==> src/rtl/rtc_pkg.sv <==
package rtc_pkg;

    localparam int unsigned REG_SEC  = 0;
    localparam int unsigned REG_MIN  = 1;
    localparam int unsigned REG_HOUR = 2;
    localparam int unsigned REG_DOW  = 3;
    localparam int unsigned REG_DATE = 4;
    localparam int unsigned REG_MON  = 5;
    localparam int unsigned REG_YEAR = 6;
    localparam int unsigned REG_CTRL = 7;

    typedef struct packed {
        logic [6:0] sec;
        logic [6:0] min;
        logic [6:0] hr;    // [6] 12h select, [5] PM or tens, [4:0] hour
        logic [2:0] dow;
        logic [5:0] date;
        logic [4:0] mon;
        logic [7:0] yr;
        logic       stop;  // control bit 7
    } cal_t;

    // Packed BCD increment with no wrap; caller handles rollover
    function automatic logic [7:0] bcd_inc(input logic [7:0] v);
        if (v[3:0] == 4'd9) return {v[7:4] + 4'd1, 4'd0};
        else                return {v[7:4], v[3:0] + 4'd1};
    endfunction

endpackage

==> src/rtl/rtc_tick_div.sv <==
module rtc_tick_div #(
    parameter int unsigned TICKS_PER_SEC = 32768
) (
    input  logic clk,
    input  logic rst_n,
    input  logic tick_in,
    input  logic clear,
    output logic sec_pulse
);
    localparam int unsigned CW = (TICKS_PER_SEC > 2) ? $clog2(TICKS_PER_SEC) : 1;
    localparam logic [CW-1:0] LAST = CW'(TICKS_PER_SEC - 1);

    logic [CW-1:0] cnt_d, cnt_q;

    always_comb begin
        cnt_d     = cnt_q;
        sec_pulse = 1'b0;
        if (clear) begin
            cnt_d = '0;
        end else if (tick_in) begin
            if (cnt_q == LAST) begin
                cnt_d     = '0;
                sec_pulse = 1'b1;
            end else begin
                cnt_d = cnt_q + 1'b1;
            end
        end
    end

    always_ff @(posedge clk or negedge rst_n) begin
        if (!rst_n) cnt_q <= '0;
        else        cnt_q <= cnt_d;
    end
endmodule

==> src/rtl/rtc_hour_step.sv <==
module rtc_hour_step (
    input  logic [6:0] hr_in,
    output logic [6:0] hr_out,
    output logic       day_carry
);
    import rtc_pkg::*;

    logic       pm;
    logic [4:0] h12;
    logic [5:0] h24;

    always_comb begin
        pm        = hr_in[5];
        h12       = hr_in[4:0];
        h24       = hr_in[5:0];
        hr_out    = hr_in;
        day_carry = 1'b0;
        if (hr_in[6]) begin
            if (h12 == 5'h11) begin
                hr_out    = {1'b1, ~pm, 5'h12};
                day_carry = pm;
            end else if (h12 == 5'h12) begin
                hr_out = {1'b1, pm, 5'h01};
            end else begin
                hr_out = {1'b1, pm, 5'(bcd_inc({3'b000, h12}))};
            end
        end else begin
            if (h24 == 6'h23) begin
                hr_out    = 7'h00;
                day_carry = 1'b1;
            end else begin
                hr_out = {1'b0, 6'(bcd_inc({2'b00, h24}))};
            end
        end
    end
endmodule

==> src/rtl/rtc_month_len.sv <==
module rtc_month_len (
    input  logic [4:0] mon,
    input  logic [7:0] yr,
    output logic [5:0] last_date
);
    logic [7:0] yr_bin;
    logic       leap;

    always_comb begin
        yr_bin = ({4'b0, yr[7:4]} << 3) + ({4'b0, yr[7:4]} << 1) + {4'b0, yr[3:0]};
        leap   = (yr_bin % 8'd4) == 8'd0;
        case (mon)
            5'h02:                      last_date = leap ? 6'h29 : 6'h28;
            5'h04, 5'h06, 5'h09, 5'h11: last_date = 6'h30;
            default:                    last_date = 6'h31;
        endcase
    end
endmodule

==> src/rtl/rtc_bcd_calendar.sv <==
module rtc_bcd_calendar #(
    parameter int unsigned TICKS_PER_SEC = 32768,
    parameter int unsigned ADDR_W        = 4
) (
    input  logic              clk,
    input  logic              rst_n,
    input  logic              osc_tick,
    input  logic              on_backup,
    input  logic              wr_en,
    input  logic [ADDR_W-1:0] wr_addr,
    input  logic [7:0]        wr_data,
    input  logic [ADDR_W-1:0] rd_addr,
    output logic [7:0]        rd_data
);
    import rtc_pkg::*;

    localparam cal_t CAL_RESET = '{sec: 7'h00, min: 7'h00, hr: 7'h00, dow: 3'd1,
                                   date: 6'h01, mon: 5'h01, yr: 8'h00, stop: 1'b0};

    cal_t       cal_d, cal_q;
    logic       tick_en;
    logic       sec_pulse;
    logic [6:0] hr_next;
    logic       hr_carry;
    logic [5:0] last_date;

    assign tick_en = osc_tick && !(cal_q.stop && on_backup);

    rtc_tick_div #(.TICKS_PER_SEC(TICKS_PER_SEC)) u_div (
        .clk       (clk),
        .rst_n     (rst_n),
        .tick_in   (tick_en),
        .clear     (wr_en),
        .sec_pulse (sec_pulse)
    );

    rtc_hour_step u_hour (
        .hr_in     (cal_q.hr),
        .hr_out    (hr_next),
        .day_carry (hr_carry)
    );

    rtc_month_len u_mlen (
        .mon       (cal_q.mon),
        .yr        (cal_q.yr),
        .last_date (last_date)
    );

    always_comb begin
        cal_d = cal_q;
        if (wr_en) begin
            case (wr_addr)
                ADDR_W'(REG_SEC):  cal_d.sec  = wr_data[6:0];
                ADDR_W'(REG_MIN):  cal_d.min  = wr_data[6:0];
                ADDR_W'(REG_HOUR): cal_d.hr   = wr_data[6:0];
                ADDR_W'(REG_DOW):  cal_d.dow  = wr_data[2:0];
                ADDR_W'(REG_DATE): cal_d.date = wr_data[5:0];
                ADDR_W'(REG_MON):  cal_d.mon  = wr_data[4:0];
                ADDR_W'(REG_YEAR): cal_d.yr   = wr_data;
                ADDR_W'(REG_CTRL): cal_d.stop = wr_data[7];
                default: ;
            endcase
        end else if (sec_pulse) begin
            if (cal_q.sec != 7'h59) begin
                cal_d.sec = 7'(bcd_inc({1'b0, cal_q.sec}));
            end else begin
                cal_d.sec = 7'h00;
                if (cal_q.min != 7'h59) begin
                    cal_d.min = 7'(bcd_inc({1'b0, cal_q.min}));
                end else begin
                    cal_d.min = 7'h00;
                    cal_d.hr  = hr_next;
                    if (hr_carry) begin
                        cal_d.dow = (cal_q.dow == 3'd7) ? 3'd1 : cal_q.dow + 3'd1;
                        if (cal_q.date != last_date) begin
                            cal_d.date = 6'(bcd_inc({2'b00, cal_q.date}));
                        end else begin
                            cal_d.date = 6'h01;
                            if (cal_q.mon != 5'h12) begin
                                cal_d.mon = 5'(bcd_inc({3'b000, cal_q.mon}));
                            end else begin
                                cal_d.mon = 5'h01;
                                cal_d.yr  = (cal_q.yr == 8'h99) ? 8'h00 : bcd_inc(cal_q.yr);
                            end
                        end
                    end
                end
            end
        end
    end

    always_ff @(posedge clk or negedge rst_n) begin
        if (!rst_n) cal_q <= CAL_RESET;
        else        cal_q <= cal_d;
    end

    always_comb begin
        case (rd_addr)
            ADDR_W'(REG_SEC):  rd_data = {1'b0, cal_q.sec};
            ADDR_W'(REG_MIN):  rd_data = {1'b0, cal_q.min};
            ADDR_W'(REG_HOUR): rd_data = {1'b0, cal_q.hr};
            ADDR_W'(REG_DOW):  rd_data = {5'b0, cal_q.dow};
            ADDR_W'(REG_DATE): rd_data = {2'b0, cal_q.date};
            ADDR_W'(REG_MON):  rd_data = {3'b0, cal_q.mon};
            ADDR_W'(REG_YEAR): rd_data = cal_q.yr;
            ADDR_W'(REG_CTRL): rd_data = {cal_q.stop, 7'b0};
            default:           rd_data = 8'h00;
        endcase
    end
endmodule

==> config.mk <==
export PLATFORM = sky130hd
export DESIGN_NAME = rtc_bcd_calendar
export DESIGN_NICKNAME = d
export VERILOG_FILES = /design/src/rtl/rtc_pkg.sv /design/src/rtl/rtc_tick_div.sv /design/src/rtl/rtc_hour_step.sv /design/src/rtl/rtc_month_len.sv /design/src/rtl/rtc_bcd_calendar.sv
export SDC_FILE = /design/constraint.sdc
export NUM_CORES = 1
export LEC_CHECK = 0
export ABC_AREA = 0
export BUFFER_PORTS_ARGS = -buffer_cell sky130_fd_sc_hd__buf_2
export CAP_MARGIN = 20
export CORE_ASPECT_RATIO = 1.2
export CORE_MARGIN = 5
export CORE_UTILIZATION = 35
export CTS_CLUSTER_DIAMETER = 100
export DETAILED_ROUTE_END_ITERATION = 12
export PLACE_DENSITY = 0.62
export RECOVER_POWER = 25
export SETUP_SLACK_MARGIN = 0.02
export SYNTH_ARGS = -nofsm -noshare
export SYNTH_HDL_FRONTEND = slang
export SYNTH_SLANG_ARGS = --single-unit
==> constraint.sdc <==
create_clock -name clk -period 5 [get_ports clk]
set_clock_uncertainty 0.1 [all_clocks]
set_input_delay 1 -clock clk [delete_from_list [all_inputs] [get_ports clk]]
set_output_delay 1 -clock clk [all_outputs]
set_load 0.05 [all_outputs]
==> results of run 1 <==
[cell type report]
type	count	area, um^2	share of cell area
timing repair buffer	31	157.7	0.03205
sequential	59	1480	0.3009
clock inverter	3	15.01	0.003053
clock buffer	13	260.3	0.05291
multi-input combinational	414	2725	0.5541
tap	164	205.2	0.04172
inverter	20	75.07	0.01526
[metrics by stage]
step / hold slack, ns / setup slack, ns
global route: 0.4548 / 0.5902
global placement: 0.3833 / 1.399
detailed placement: 0.4311 / 1.372
CTS: 0.4419 / 1.365
floorplan: 0.3507 / 1.048
finish: 0.4180 / 1.318
[cell families after synthesis]
logic type,after synthesis,synth area share
DFF,59,0.3361
adders and majority gates,14,0.03977
xor gates and xnor gates,16,0.03182
and+or+nand+nor,198,0.2355
buffers and inverters,49,0.04517
AOI/OAI and AO/OA,162,0.2520
muxes,24,0.05966
[worst max-delay path by stage]
stage                                       end  slack (ns)  depth (start not counted)
after global routing      cal_q[34]$_DFFE_PN0P_        0.59                          2
after CTS                            rd_data[4]        1.36                          6
after floorplan                      rd_data[4]        1.05                          4
final                     cal_q[41]$_DFFE_PN0P_        1.32                          2
after global placement               rd_data[0]        1.40                          7
after detailed placement             rd_data[0]        1.37                          7
[layout by cell type (no fill, tap or decap), types with 5 or more instances in the layout]
master and count:
a31oi_1 8, inv_1 19, nand4_1 9, nand3_1 24, o21ai_0 31, a21oi_1 32, mux2_2 8, clkbuf_16 9
nor2b_1 6, o22ai_1 10, nor3b_1 7, nand2_1 44, o211ai_1 5, xor2_1 8, dfrtp_1 56, and3_1 6
o21a_1 7, xnor2_1 8, a22o_1 8, ha_1 14, nand2b_1 6, o31ai_1 8, a22oi_1 6, nor2_1 53
mux2i_1 15, nor3_1 9, buf_2 27
[state kept, by name, summed over array words and instances (netlist names)]
| name | cells |
|---|---|
| cal_q | 44 |
| u_div.cnt_q | 15 |
[power breakdown]
group	switching, uW	internal, uW
Combinational	225	189
Clock	216	360
Sequential	139	554
Total	579	1100
[routing by layer]
layer | GRT usage | vias up
li1 | - | 1981
met1 | 0.2399 | 2024
met2 | 0.2700 | 139
met3 | 0.03477 | 22
met4 | 0.05878 | 0
met5 | 0 | -
==> flow_summary.ini, run 1 <==
[critical_path]
crit_family = buffers and inverters
timing.critical_path.from = rst_n
rr_worst_depth = 6
required_ns = 4.90
crit_fanout = 37
slowest_delay_ns = 1.61
cp-end-kind = async pin
reg2reg_from = u_div.cnt_q[10]$_DFFE_PN0P_
rrSetupSlack_ns = 2.02
r2r-end = cal_q[16]$_DFFE_PN0P_
critPathBufInv = 2
crit_type = input pin to async pin
cp_common_cell = clkbuf_1
cp-start-kind = input pin
crit_arrival_ns = 3.58
slowest_stage = clkbuf_1
crit_chain = clkbuf_1 > clkbuf_1

[clocking]
cts_max_level = 3
cts_tree = built
cts_buffer_depth = 2
clk_latency_ns = 0.33
cts_resized = 0
numClockSinks = 59
hold_buffers = 0
cts.root.buffer_cell = clkbuf_16
numCtsBuffers = 9
path_clk_slew_ns = 0.05
cts_setup_buffers = 0

[route]
wl_met2_mm = 5.837
wl_met3_um = 719
drt-pass1-iter-count = 5
routed_via_density = 5.918
ant_nets = 0
wirelength_mm = 12.75
wire_per_inst_um = 18.12
top_layer_used = met4
route.detailed.drc = 0
wl_met1_mm = 5.874
drt_iter0_drc = 417
dr_total_vias = 4166

[die]
die_height_um = 132.9
dieWidth_um = 112.4
die-area_um2 = 14940
core_um2 = 12500
start_util = 0.3524
io_pins = 29
row_count = 45

[global_routing]
grt_use_total = 0.1733
grt_start_max_net_pins = 38
grt_pass1_wl_mm = 21.16
grt_overflow = 0
grt_pass1_vias = 4012
antenna_found_initial = 0

[synth]
synth_top_cell_by_area = dfrtp_1
ys.flop_type = dfrtp_1
ys_types = 79
yosysMostFrequentCell = dfrtp_1
synth_common_cells = dfrtp_1 (56), nor2_1 (53), nand2_1 (44)
synth_nets = 557
synth_enable_flop_cells = 0
netlist_area_um2 = 4404
yosysSeqAreaShare = 0.3361
synth-seq-cells = 59
avgSynthCellArea_um2 = 8.437
yosysTopAreaCellShare = 0.3182
ys_async_sr_fraction = 1.000
syn-instance-count = 522
synth.area.top_cells = dfrtp_1 (32%), nor2_1 (4.5%), ha_1 (4.0%)
yosys_warnings = 0

[finish]
nFillCells = 1289
area_growth_pct = 11.68
utilization = 0.3935
layout.cells.non_filler = 704
design_area_um2 = 4918
drive_above_1_share = 0.1278
diodes = 0
nNetsFinal = 570

[run_status]
outcome = finished, violations left
violations = max-capacitance violations, max-slew violations

[pwr]
power_density_nw_per_um2 = 341.8
p_total_uw = 1681
leakage_uw = 0.002055
peakVddDrop_v = 0.0001274

[place]
port_buffers = 28
place.gp.congestion = 0.9180
dp.cells = 688
placed_area_um2 = 4648
place_hpwl_mm = 9.343

[timing]
setup-tns-final_ns = 0
slew_headroom = -0.4319
setup_viol = 0
fmaxAchievable_mhz = 271.6
drv_slew = 38
fin_crit_ns = 3.682
min_period_over_period = 0.7364
worst_pin_slew_ns = 2.148
final-hold-violation-count = 0
rsz0062_at_grt = false

[worst_hold_path]
min_path_cells = 1
hp-start = u_div.cnt_q[13]$_DFFE_PN0P_
hold_end = u_div.cnt_q[13]$_DFFE_PN0P_
min_path_type = flip-flop to flip-flop

[flow_run]
maxCapViolCount = 1
(Power assumes the default switching activity.)
==> inputs of run 2 (changes only) <==
Clock period 5 ns to 3.4 ns, I/O delays scaled along.
==> flow_summary.ini, run 2 (same netlist as run 1, synthesis figures left out) <==
[run_status]
outcome = finished, violations left
violations = max-capacitance violations, max-slew violations

[finish]
reg_top3 = cal_q x44, u_div.cnt_q x15
drive_above_1_share = 0.1447
area_growth_pct = 14.80
largest_reg_flops = 44
final_cell_mix = dfrtp_1 (56), nor2_1 (53), nand2_1 (44), a21oi_1 (32), o21ai_0 (31)
largest_register = cal_q
final_common_cell = dfrtp_1
diodes = 0
nNetsFinal = 576
nFillCells = 1246
design_area_um2 = 5056

[critical_path]
crit_chain = buf_2 > mux2_2 > a22oi_1 > o22ai_1 > a31oi_1 > nor2_1 > buf_2
slowest_delay_ns = 0.40
rr_worst_depth = 7
critPathBufInv = 2
slowest_stage = mux2_2
required_ns = 2.62
cp-start-kind = input pin
cp-end-kind = output port
rrSetupSlack_ns = 0.81
crit_type = input pin to output port
crit_arrival_ns = 2.23
reg2reg_from = cal_q[37]$_DFFE_PN0P_
crit_family = buffers and inverters
cp_common_cell = buf_2
crit_fanout = 21
r2r-end = cal_q[2]$_DFFE_PN0P_

[timing]
layout_setup_ws_ns = 0.3931
min_period_over_period = 0.8844
drv_slew = 60
fmaxAchievable_mhz = 332.6
worst_pin_slew_ns = 1.572
worst_hold_slack_ns = 0.4285
setup_viol = 0
setup-tns-final_ns = 0
slew_headroom = -0.04831
fin_crit_ns = 3.007
rsz0062_at_grt = false
final-hold-violation-count = 0

[global_routing]
antenna_found_initial = 0
grt_pass1_wl_mm = 20.88
grt_overflow = 0
grt_use_total = 0.1734
grt_pass1_vias = 3926
grt_start_max_net_pins = 60

[worst_hold_path]
hold_end = u_div.cnt_q[13]$_DFFE_PN0P_
hp-start = u_div.cnt_q[13]$_DFFE_PN0P_
min_path_cells = 1
min_path_type = flip-flop to flip-flop

[pwr]
peakVddDrop_v = 0.0002684
p_total_uw = 2770
power_density_nw_per_um2 = 547.9
leakage_uw = 0.002124

[die]
die_height_um = 132.9
die-area_um2 = 14940
dieWidth_um = 112.4
start_util = 0.3524
core_um2 = 12500
row_count = 45
io_pins = 29

[clocking]
numClockSinks = 59
cts_resized = 0
clk_latency_ns = 0.34
cts_tree = built
cts_max_level = 3
numCtsBuffers = 9
path_clk_slew_ns = 0.05
hold_buffers = 0
cts_buffer_depth = 2
cts_setup_buffers = 0
cts.root.buffer_cell = clkbuf_16

[place]
place_hpwl_mm = 9.379
placed_area_um2 = 4706
place.gp.congestion = 0.9038
dpl_worst_slack_ns = 0.4044
port_buffers = 28

[route]
routed_via_density = 5.963
drt-pass1-iter-count = 5
dr_total_vias = 4234
drt_iter0_drc = 425
route.detailed.drc = 0
ant_nets = 0
wire_per_inst_um = 18.29
wirelength_mm = 12.99

[flow_run]
maxCapViolCount = 1
## run 2: changes by cell type in the layout (fill, tap and decap cells not counted), sizes merged
cell	delta
clkinv	-2
clkinvlp	+2
bufinv	+4
buf	+7
clkbuf	-5
## run 2: area by class of cell
type,instances,area (um^2),area share
clock buffers,9,225.2,0.04454
clock inverters,7,140.1,0.02772
inverters,20,75.07,0.01485
multi-input cells,414,2725,0.5390
flip-flops and latches,59,1480,0.2927
well taps,164,205.2,0.04058
repair buffers,37,205.2,0.04058
## run 2: report_power, final
group	internal [uW]	switching, uW	total, uW	leakage (uW)
Sequential	814	200	1010	0.000749
Combinational	281	336	617	0.00120
Clock	788	351	1140	0.000172
## run 2: per-stage QoR
| stage | instances | utilization |
|---|---|---|
| final | 710 | 0.4045 |
| after global routing | 710 | 0.4045 |
| after CTS | 710 | 0.4057 |
| after detailed placement | 694 | 0.3765 |
| after global placement | 694 | 0.3765 |
| after floorplan | 522 | - |
## run 2: metal layers
layer,GRT usage,wire [um],vias up
met2,0.2773,6121,140
met5,0,0,-
met1,0.2359,5976,2075
met4,0.05611,227,0
li1,-,-,1998
met3,0.03339,661,21
## run 2: how the worst max path moves through the flow
stage | start | to | slack, ns | cells after the start
floorplan | rd_addr[1] | rd_data[4] | 0.09 | 4
global placement | rd_addr[1] | rd_data[0] | 0.44 | 7
detailed placement | rd_addr[1] | rd_data[0] | 0.40 | 7
CTS | rd_addr[1] | rd_data[0] | 0.40 | 7
global route | rd_addr[0] | rd_data[4] | 0.24 | 6
finish | rd_addr[1] | rd_data[0] | 0.39 | 7
